**src/rtl/cid_pkg.sv**
```systemverilog
package cid_pkg;
    typedef enum logic [3:0] {
        SEL_CTRL = 4'd0,  SEL_VEC  = 4'd1,
        SEL_ADR1 = 4'd2,  SEL_MAT1 = 4'd3, SEL_MSK1 = 4'd4, SEL_IMG1 = 4'd5, SEL_FLG1 = 4'd6,
        SEL_ADR2 = 4'd7,  SEL_MAT2 = 4'd8, SEL_MSK2 = 4'd9, SEL_IMG2 = 4'd10, SEL_FLG2 = 4'd11
    } reg_sel_e;

    typedef enum logic {
        S_IDLE = 1'b0,
        S_PEND = 1'b1
    } path_st_e;

    localparam int NPATH    = 2;
    localparam int SEL_STEP = 5;
    localparam int CLR_BIT  = 7;
endpackage

```
**src/rtl/cid_cond.sv**
```systemverilog
module cid_cond #(
    parameter int W = 8
) (
    input  logic [W-1:0] prev_i,
    input  logic [W-1:0] cur_i,
    input  logic [W-1:0] match_i,
    input  logic [W-1:0] mask_i,
    output logic [W-1:0] dyn_hit_o,
    output logic         stat_eq_o
);
    logic [W-1:0] bit_ok;

    for (genvar b = 0; b < W; b++) begin : g_bit
        always_comb begin
            unique case ({match_i[b], mask_i[b]})
                2'b00:   dyn_hit_o[b] = ~prev_i[b] &  cur_i[b];
                2'b01:   dyn_hit_o[b] =  prev_i[b] & ~cur_i[b];
                2'b10:   dyn_hit_o[b] = 1'b0;
                default: dyn_hit_o[b] =  prev_i[b] ^  cur_i[b];
            endcase
        end
        assign bit_ok[b] = mask_i[b] | ~(cur_i[b] ^ match_i[b]);
    end

    assign stat_eq_o = &bit_ok;
endmodule

```
**src/rtl/cid_path.sv**
```systemverilog
module cid_path
    import cid_pkg::*;
#(
    parameter int W  = 8,
    parameter int CW = 5
) (
    input  logic          clk,
    input  logic          rst_n,
    input  logic          clr_i,
    input  logic          dyn_i,
    input  logic [CW-1:0] addr_i,
    input  logic [W-1:0]  match_i,
    input  logic [W-1:0]  mask_i,
    input  logic          slot_vld_i,
    input  logic [CW-1:0] slot_num_i,
    input  logic [W-1:0]  slot_data_i,
    input  logic          rd_img_i,
    input  logic          rd_flag_i,
    output logic          pend_o,
    output logic [W-1:0]  img_o,
    output logic [W-1:0]  flag_o
);
    path_st_e     st_q, st_d;
    logic [W-1:0] prev_q, img_q, flag_q, dyn_hit;
    logic         last_eq_q, stat_eq, sel, hit, svc;

    assign sel = slot_vld_i && (slot_num_i == addr_i);
    assign svc = dyn_i ? rd_flag_i : rd_img_i;

    cid_cond #(.W(W)) u_cond (
        .prev_i   (prev_q),
        .cur_i    (slot_data_i),
        .match_i  (match_i),
        .mask_i   (mask_i),
        .dyn_hit_o(dyn_hit),
        .stat_eq_o(stat_eq)
    );

    assign hit = dyn_i ? (|dyn_hit) : (stat_eq && !last_eq_q);

    always_ff @(posedge clk or negedge rst_n) begin
        if (!rst_n) st_q <= S_IDLE;
        else        st_q <= st_d;
    end

    always_comb begin
        st_d = st_q;
        unique case (st_q)
            S_IDLE: if (!clr_i && sel && hit) st_d = S_PEND;   // arm->pend
            S_PEND: if (clr_i || svc)         st_d = S_IDLE;   // pend->arm
            default: st_d = S_IDLE;
        endcase
    end

    always_ff @(posedge clk or negedge rst_n) begin
        if (!rst_n) begin
            prev_q    <= '0;
            last_eq_q <= 1'b0;
            img_q     <= '0;
            flag_q    <= '0;
        end else begin
            if (sel) begin
                prev_q    <= slot_data_i;
                last_eq_q <= stat_eq;
            end
            if (clr_i)                      img_q <= '0;
            else if (st_q == S_IDLE && sel) img_q <= slot_data_i;
            if (clr_i || rd_flag_i)         flag_q <= '0;
            else if (dyn_i && sel)          flag_q <= flag_q | dyn_hit;
        end
    end

    assign pend_o = (st_q == S_PEND);
    assign img_o  = img_q;
    assign flag_o = flag_q;


    img_frozen_chk: assert property (@(posedge clk) disable iff (!rst_n)
        (st_q == S_PEND && !clr_i) |=> $stable(img_q));

    clear_all_chk: assert property (@(posedge clk) disable iff (!rst_n)
        clr_i |=> (st_q == S_IDLE && img_q == '0 && flag_q == '0));

    flag_clear_chk: assert property (@(posedge clk) disable iff (!rst_n)
        rd_flag_i |=> (flag_q == '0));

    stat_fire_chk: assert property (@(posedge clk) disable iff (!rst_n)
        (st_q == S_IDLE && !dyn_i && sel && stat_eq && !last_eq_q && !clr_i) |=> (st_q == S_PEND));
endmodule

```
**src/rtl/chan_irq_detect.sv**
```systemverilog
module chan_irq_detect
    import cid_pkg::*;
#(
    parameter int DATA_W = 8,
    parameter int CH_W   = 5
) (
    input  logic              clk,
    input  logic              rst_n,
    input  logic              slot_vld,
    input  logic [CH_W-1:0]   slot_num,
    input  logic [DATA_W-1:0] slot_data,
    input  logic              cfg_we,
    input  logic [3:0]        reg_sel,
    input  logic [DATA_W-1:0] cfg_wdata,
    input  logic              rd_en,
    input  logic              iack,
    output logic [DATA_W-1:0] rd_data,
    output logic              irq
);
    localparam int VB_W = DATA_W - NPATH;

    logic [NPATH-1:0]             mode_q, en_q, pend, path_bits;
    logic [VB_W-1:0]              vbase_q;
    logic [NPATH-1:0][CH_W-1:0]   addr_q;
    logic [NPATH-1:0][DATA_W-1:0] match_q, mask_q, img, flag;
    logic                         clr;

    assign clr = cfg_we && (reg_sel == SEL_CTRL) && cfg_wdata[CLR_BIT];

    always_ff @(posedge clk or negedge rst_n) begin
        if (!rst_n) begin
            mode_q  <= '0;
            en_q    <= '0;
            vbase_q <= '0;
            addr_q  <= '0;
            match_q <= '0;
            mask_q  <= '0;
        end else if (cfg_we) begin
            if (reg_sel == SEL_CTRL) begin
                mode_q <= cfg_wdata[1:0];
                en_q   <= cfg_wdata[3:2];
            end
            if (reg_sel == SEL_VEC) vbase_q <= cfg_wdata[DATA_W-1:NPATH];
            for (int p = 0; p < NPATH; p++) begin
                if (reg_sel == 4'(SEL_ADR1 + p*SEL_STEP)) addr_q[p]  <= cfg_wdata[CH_W-1:0];
                if (reg_sel == 4'(SEL_MAT1 + p*SEL_STEP)) match_q[p] <= cfg_wdata;
                if (reg_sel == 4'(SEL_MSK1 + p*SEL_STEP)) mask_q[p]  <= cfg_wdata;
            end
        end
    end

    for (genvar p = 0; p < NPATH; p++) begin : g_path
        logic rd_img, rd_flag;
        assign rd_img  = rd_en && !iack && (reg_sel == 4'(SEL_IMG1 + p*SEL_STEP));
        assign rd_flag = rd_en && !iack && (reg_sel == 4'(SEL_FLG1 + p*SEL_STEP));

        cid_path #(.W(DATA_W), .CW(CH_W)) u_path (
            .clk        (clk),
            .rst_n      (rst_n),
            .clr_i      (clr),
            .dyn_i      (mode_q[p]),
            .addr_i     (addr_q[p]),
            .match_i    (match_q[p]),
            .mask_i     (mask_q[p]),
            .slot_vld_i (slot_vld),
            .slot_num_i (slot_num),
            .slot_data_i(slot_data),
            .rd_img_i   (rd_img),
            .rd_flag_i  (rd_flag),
            .pend_o     (pend[p]),
            .img_o      (img[p]),
            .flag_o     (flag[p])
        );
    end

    assign path_bits = pend & en_q;
    assign irq       = |path_bits;

    always_comb begin
        rd_data = '0;
        if (iack) begin
            rd_data = {vbase_q, path_bits};
        end else begin
            unique case (reg_sel)
                SEL_CTRL: rd_data = DATA_W'({en_q, mode_q});
                SEL_VEC:  rd_data = {vbase_q, {NPATH{1'b0}}};
                SEL_ADR1: rd_data = DATA_W'(addr_q[0]);
                SEL_MAT1: rd_data = match_q[0];
                SEL_MSK1: rd_data = mask_q[0];
                SEL_IMG1: rd_data = img[0];
                SEL_FLG1: rd_data = flag[0];
                SEL_ADR2: rd_data = DATA_W'(addr_q[1]);
                SEL_MAT2: rd_data = match_q[1];
                SEL_MSK2: rd_data = mask_q[1];
                SEL_IMG2: rd_data = img[1];
                SEL_FLG2: rd_data = flag[1];
                default:  rd_data = '0;
            endcase
        end
    end


    irq_gate_chk: assert property (@(posedge clk) disable iff (!rst_n)
        (en_q == '0) |-> !irq);

    ack_keeps_chk: assert property (@(posedge clk) disable iff (!rst_n)
        (iack && !cfg_we && (pend != '0)) |=> (pend != '0));
endmodule

```
**config.mk**
```make
export PLATFORM = sky130hd
export DESIGN_NAME = chan_irq_detect
export DESIGN_NICKNAME = d
export VERILOG_FILES = /design/src/rtl/cid_pkg.sv /design/src/rtl/cid_cond.sv /design/src/rtl/cid_path.sv /design/src/rtl/chan_irq_detect.sv
export SDC_FILE = /design/constraint.sdc
export NUM_CORES = 1
export LEC_CHECK = 0
export ABC_AREA = 1
export BUFFER_PORTS_ARGS = -buffer_cell sky130_fd_sc_hd__buf_4
export CORE_UTILIZATION = 31
export DETAILED_ROUTE_END_ITERATION = 7
export HOLD_SLACK_MARGIN = 0.08
export SYNTH_ARGS = -nofsm -noshare
export SYNTH_HDL_FRONTEND = slang
export SYNTH_SLANG_ARGS = --single-unit
export TNS_END_PERCENT = 20
```
**constraint.sdc**
```tcl
create_clock -name clk -period 1.6 [get_ports clk]
set_input_delay 0.16 -clock clk [delete_from_list [all_inputs] [get_ports clk]]
set_output_delay 0.16 -clock clk [all_outputs]
set_load 0.005 [all_outputs]
```
## After elaboration in Yosys (flattened, before gate mapping)

Index checks and enable logic that the tools add are counted.

- Register bits: 104
- Word-level logic and storage cells: 286

- Equality and inequality tests: 45
- Muxes and demuxes: 36
- Bitwise logic cells: 125
- Reductions and logical operators: 61

Operator list:

| cell | number |
|---|---|
| $pmux 8 s12 | 1 |
| $mux 8 | 9 |
| $pmux 1 s3 | 16 |
| $not 1->1 | 42 |
| $and 1x1->1 | 32 |
| $eq 2x1->1 const B | 16 |
| $eq 2x2->1 const B | 16 |
| $logic_not 2->1 | 16 |
| $xor 1x1->1 | 32 |
| $logic_and 1x1->1 | 19 |
| $eq 4x3->1 const B | 4 |
| $eq 4x4->1 const B | 4 |
| $or 1x1->1 | 16 |
| $or 8x8->8 | 2 |
| $reduce_and 2->1 | 8 |
| $reduce_and 8->1 | 2 |
| $reduce_or 8->1 | 2 |
| $eq 5x5->1 | 2 |
| $eq 4x2->1 const B | 2 |
| $mux 1 | 8 |
| $reduce_bool 2->1 | 4 |
| $eq 4x1->1 const B | 1 |
| $logic_not 1->1 | 4 |
| $logic_not 4->1 | 1 |
| other kinds (4) | 8 |

## Logic depth before layout (Yosys ltp)

- Depth after elaboration: 9
- Gate-level depth with buffers: 11

## Hierarchy

From an unflattened synthesis, not the netlist that was laid out.

- Cell total of the unflattened synthesis: 958
- Area, all modules: 6760.2 um^2

By module, submodules not included:

| module | times used | cells an instance | area an instance (um^2) | seq. area each (um^2) |
|---|---|---|---|---|
| chan_irq_detect | 1 | 408 | 2864.0 | 1301.2 |
| cid_path | 2 | 166 | 1341.3 | 650.6 |
| cid_cond | 2 | 109 | 606.8 | 0.0 |

## Least setup slack after synthesis

Ideal clock, no wire load.

- Path type: register to register
- From: register g_path[1].u_path.prev_q[0]
- To: register g_path[1].u_path.st_q
- Data arrival time: 1197 ps
- Data required time: 1478 ps
- Slack: 281 ps
- Stages on the path, launching flop included: 10
- Buffers on the path: 0
- Cell sequence: dfrtp_1 inv_1 ha_1 or2_2 nand3_1 nand2_1 nor2_1 nand3_1 nand3_1 nand2_1

- Word-level cells in the longest chain between the ends: 8

Ends and longest elaborated chain:

| what | RTL line | source |
|---|---|---|
| from (decl) | cid_path.sv:24 | `logic [W-1:0] prev_q, img_q, flag_q, dyn_hit;` |
| from (signal assigned) | cid_path.sv:63 | `prev_q <= slot_data_i;` |
| $not 1->1 | cid_cond.sv:16 | `2'b00: dyn_hit_o[b] = ~prev_i[b] & cur_i[b];` |
| $and 1x1->1 | cid_cond.sv:16 |  |
| $pmux 1 s3 (*) | cid_cond.sv:15 | `unique case ({match_i[b], mask_i[b]})` |
| $reduce_or 8->1 (*) | cid_path.sv:39 | `assign hit = dyn_i ? (\|dyn_hit) : (stat_eq && !last_eq_q);` |
| $mux 1 (*) | cid_path.sv:39 |  |
| $logic_and 1x1->1 (*) | cid_path.sv:49 | `S_IDLE: if (!clr_i && sel && hit) st_d = S_PEND;` |
| $mux 1 (*) | cid_path.sv:49 |  |
| $pmux 1 s2 (*) | cid_path.sv:48 | `unique case (st_q)` |
| net g_path[1].u_path.st_d | cid_path.sv:23 | `path_st_e st_q, st_d;` |
| to (signal assigned) | cid_path.sv:43 | `else st_q <= st_d;` |
| to (decl) | cid_path.sv:23 |  |

The timed path passes the listed nets; every way through them passes the cells marked *.
A chain may end at the register's enable or synchronous reset.

## Worst setup path after layout

- From: register addr_q[0] (netlist bit)
- To: output rd_data[0]

- Word-level cells in the longest chain between the ends: 2

Ends and longest elaborated chain:

| what | RTL line | source |
|---|---|---|
| from (decl) | chan_irq_detect.sv:24 | `logic [NPATH-1:0][CH_W-1:0] addr_q;` |
| from (signal, indexed assignment) | chan_irq_detect.sv:45 | `if (reg_sel == 4'(SEL_ADR1 + p*SEL_STEP)) addr_q[p] <= cfg_wdata[CH_W-1:0];` |
| $pmux 8 s12 | chan_irq_detect.sv:84 | `unique case (reg_sel)` |
| $mux 8 | chan_irq_detect.sv:81 | `if (iack) begin` |
| to (decl) | chan_irq_detect.sv:17 | `output logic [DATA_W-1:0] rd_data,` |

Every way passes these cells.

==> summary.md <==
| Metric | Value |
|---|---|
| Status | `finished with violations` |
| Failing checks | `setup timing` |
| Tot GR Track Use | `around a fifth` |
| Total Routed Length | `20800 um` |
| Synth Area in Adders | `6.46%` |
| Worst path required time | `1440 ps` |
| Root Buffer | `clkbuf_16` |
| Internal Power | `0.00593 W` |
| Largest family of logic cells by synthesized area | `simple AND/OR/NAND/NOR gates` |
| HP Class | `in -> reg` |
| WHS Path Cells | `3` |
| Clk sinks | `104` |
| CP Data Arrival Time | `1490 ps` |
| Placeable Area | `between 15000 and 20000 um^2` |
| Worst Hold Launch | `slot_data[1]` |
| Post-synthesis instance area | `6200 um^2` |
| RSZ-0062 raised after global routing | `true` |
| Leak Pwr | `4.07 nW` |
| # rows | `51` |
| Total CTS buffers | `9` |
| Synthesized flop and latch total | `104` |
| Critical path's slowest cell | `dfrtp_1` |
| Worst Tran Pin Value | `584 ps` |
| First-pass GRT wire length | `32200 um` |
| XOR/XNOR share of the synthesized area | `0%` |
| Clock slew at reported path FFs | `70 ps` |
| DIE AREA | `roughly 21000 um^2` |
| Tot Pwr | `0.00941 W` |
| Pwr Density | `1170 nW/um^2` |
| Initial antenna violation count | `0` |
| Chip width | `~140 um` |
| First DRT Iteration DRCs | `400` |
| Period utilisation layout | `103%` |
| Register area | `2610 um^2` |
| CP max stage delay | `roughly 400 ps` |
| Antenna viol nets, final | `0` |
| Pin count of the biggest net entering global routing | `a little over 100` |
| Setup Skew | `9.89 ps` |
| GR Overflow Total | `0` |
| FMAX | `a little over 600 MHz` |
| Logic pwr share | `34.9%` |
| Initial Util | `31.8%` |
| Synth warn | `0` |
| Via count | `6107` |
| Synth-to-Final Area Change | `29.4%` |
| Switching share of power | `between 30% and 40%` |
| Vias in the first global route | `roughly 5700` |
| Seq/Total Area, Yosys | `42.0%` |
| Worst-Skew Late Latency | `360 ps` |
| Post-synthesis simple-gate area fraction | `28.7%` |
| Bufs on Longest Clock Path | `2` |
| Area occupied by multi-input gates | `3190 um^2` |
| Most common cell on crit path | `buf_6` |
| Worst relative slew slack | `between 60% and 70%` |
| H-tree depth | `3` |
| Remaining DRCs | `0` |
| Switching pwr | `0.00349 W` |
| Half-perimeter wire length after placement | `15300 um` |
| Unique cell type count in the Yosys netlist | `27` |
| Syn Inst Count | `869` |
| Crit Path Class | `reg -> out` |
| Post-synthesis compound-gate area fraction | `about an eighth` |
| RePlAce Congestion | `0.926` |
| DR vias/cell | `4.81` |
| Crit path max fanout | `2` |
| CTS tree | `done` |
| Die Y | `about 140 um` |
| WL/cell | `between 15 and 20 um` |
| RR Endpoint | `g_path[0].u_path.img_o[6]` |
| Port bufs | `39` |
| Max-capacitance violation count | `0` |
| Clock power share | `23.5%` |
| Fin crit period | `1650 ps` |
| Pins Over Slew Limit | `0` |
| Peak supply drop | `0.629 mV` |
| Ports | `40` |
| WHS Endpoint | `g_path[0].u_path.img_o[1]` |
| Post-synthesis mux area share | `0%` |
| Syn avg cell area | `7.14 um^2` |
| Most frequent cells in the layout | `nand2_1, inv_1, buf_4, dfrtp_1, o21ai_0` |
| Fin Setup TNS | `-244 ps` |
| Commonest non-fill, non-tap cell in the layout | `nand2_1` |
| CP Cell Sequence | `inv_2, buf_6, o22ai_2, nor2_1, nand3_1, nand2_1, nand2_2, buf_6` |
| Count of final hold-check violations | `0` |
| Syn_nets | `932` |
| FF-to-FF setup slack | `-40 ps` |
| Fillers | `2058` |
| Worst r2r path cells | `9` |
| Share of layout cells above drive strength 1 | `23.8%` |
| Final setup viols | `9` |
| CP Launch Type | `register` |
| Crit end category | `primary output` |
| Nets | `1060` |
| DRT Pass-1 Iters | `5` |
| Sequential share of power | `41.6%` |
| PnR worst setup slack | `-49.5 ps` |
| Worst r2r src | `addr_q[0]` |
-- how the worst max path moves through the flow --
stage                                          start                 endpoint  slack (ps)
after CTS                                match_q[10]               rd_data[2]         -50
after detailed placement                  reg_sel[1]               rd_data[2]         -90
after global placement                    reg_sel[1]               rd_data[2]         -70
after floorplan           g_path[1].u_path.prev_q[0]  g_path[1].u_path.pend_o         280
final                                      addr_q[0]               rd_data[0]         -50
after global routing                     match_q[11]               rd_data[3]        -130
-- cell usage after synthesis --
| library cell | count | area [um^2] |
|---|---|---|
| nor2_4 | 3 | 33.8 |
| nand3_1 | 50 | 250 |
| o22ai_1 | 16 | 100 |
| nand3_2 | 2 | 20.0 |
| o2111ai_1 | 1 | 8.76 |
| nor2_2 | 6 | 37.5 |
| nor2_1 | 65 | 244 |
| clkbuf_1 | 7 | 26.3 |
| inv_1 | 142 | 533 |
| o21ai_0 | 96 | 480 |
| clkinv_1 | 1 | 3.75 |
| a21oi_1 | 18 | 90.1 |
| nand4_1 | 2 | 12.5 |
| buf_2 | 2 | 10.0 |
| ha_1 | 32 | 400 |
| nor3_1 | 5 | 25.0 |
| o21ai_1 | 18 | 90.1 |
| nand2_1 | 266 | 998 |
| nor3_4 | 1 | 16.3 |
| or2_2 | 3 | 18.8 |
| dfrtp_1 | 104 | 2600 |
| nand3b_1 | 12 | 90.1 |
| nand2_2 | 5 | 31.3 |
| o21ai_2 | 3 | 26.3 |
| o211ai_1 | 3 | 22.5 |
| inv_2 | 5 | 18.8 |
| buf_6 | 1 | 11.3 |
-- metal layers --
metal  up-vias  track usage (%)  routed length, um
met5         -                0                  0
met4         0             6.72                451
met3        33             5.63               1410
met2       188             33.5               9330
met1      2882             28.1               9620
li1       3004                -                  -
-- power by group through the flow --
stage / clock network (W) / logic (W) / registers [W]
2_1_floorplan: 0 / 0.00180 / 0.00382
3_3_place_gp: 0 / 0.00270 / 0.00397
3_5_place_dp: 0 / 0.00277 / 0.00398
4_1_cts: 0.00225 / 0.00297 / 0.00391
5_1_grt: 0.00233 / 0.00373 / 0.00402
6_report: 0.00221 / 0.00328 / 0.00392
-- flip-flops by register name, summed over array words and instances, names as in the netlist --
register                 cells
mask_q                      16
g_path.u_path.prev_q        16
g_path.u_path.last_eq_q      2
vbase_q                      6
mode_q                       2
g_path.u_path.pend_o         2
en_q                         2
g_path.u_path.img_o         16
addr_q                      10
g_path.u_path.flag_o        16
match_q                     16
-- through the flow --
step	setup slack [ps]	instances	area [um^2]	utilization, %	hold slack [ps]
6_report	-49.5	1269	8020	41.1	84.3
4_1_cts	-49.3	1244	7660	39.3	83.6
3_5_place_dp	-89.6	1212	7180	36.8	-38.6
5_1_grt	-128	1267	8020	41.1	96.9
3_3_place_gp	-68.7	1212	7180	36.8	-38.5
2_1_floorplan	281	869	6200	-	-136
-- timing repair --
item / 4_1_cts / 5_1_grt
pin swaps: 12 / 31
buffers inserted: 14 / 22
setup endpoints to repair: 9 / 47
resized for setup: 35 / 68
gates cloned: 0 / 0
hold buffers: 2 / 1
hold endpoints to repair: 106 / 1
-- worst max-delay path, delay by kind of cell, from the launching register on --
family	cells	cell delay, ps
DFF	1	400
and+or+nand+nor	4	380
buffers and inverters	3	300
AOI/OAI and AO/OA	1	60
-- cell families after synthesis --
| family | after synthesis |
|---|---|
| and+or+nand+nor | 420 |
| buffers and inverters | 158 |
| DFF | 104 |
| adders and majority gates | 32 |
| AOI/OAI and AO/OA | 155 |
-- layout make-up --
class,count,area share [%]
multi-input combinational,607,39.8
sequential,104,32.5
timing repair buffer,127,12.9
inverter,148,6.92
tap,265,4.13
clock buffer,11,3.15
clock inverter,5,0.483
antenna,2,0.0624
Power figures use the tool's default switching activity.
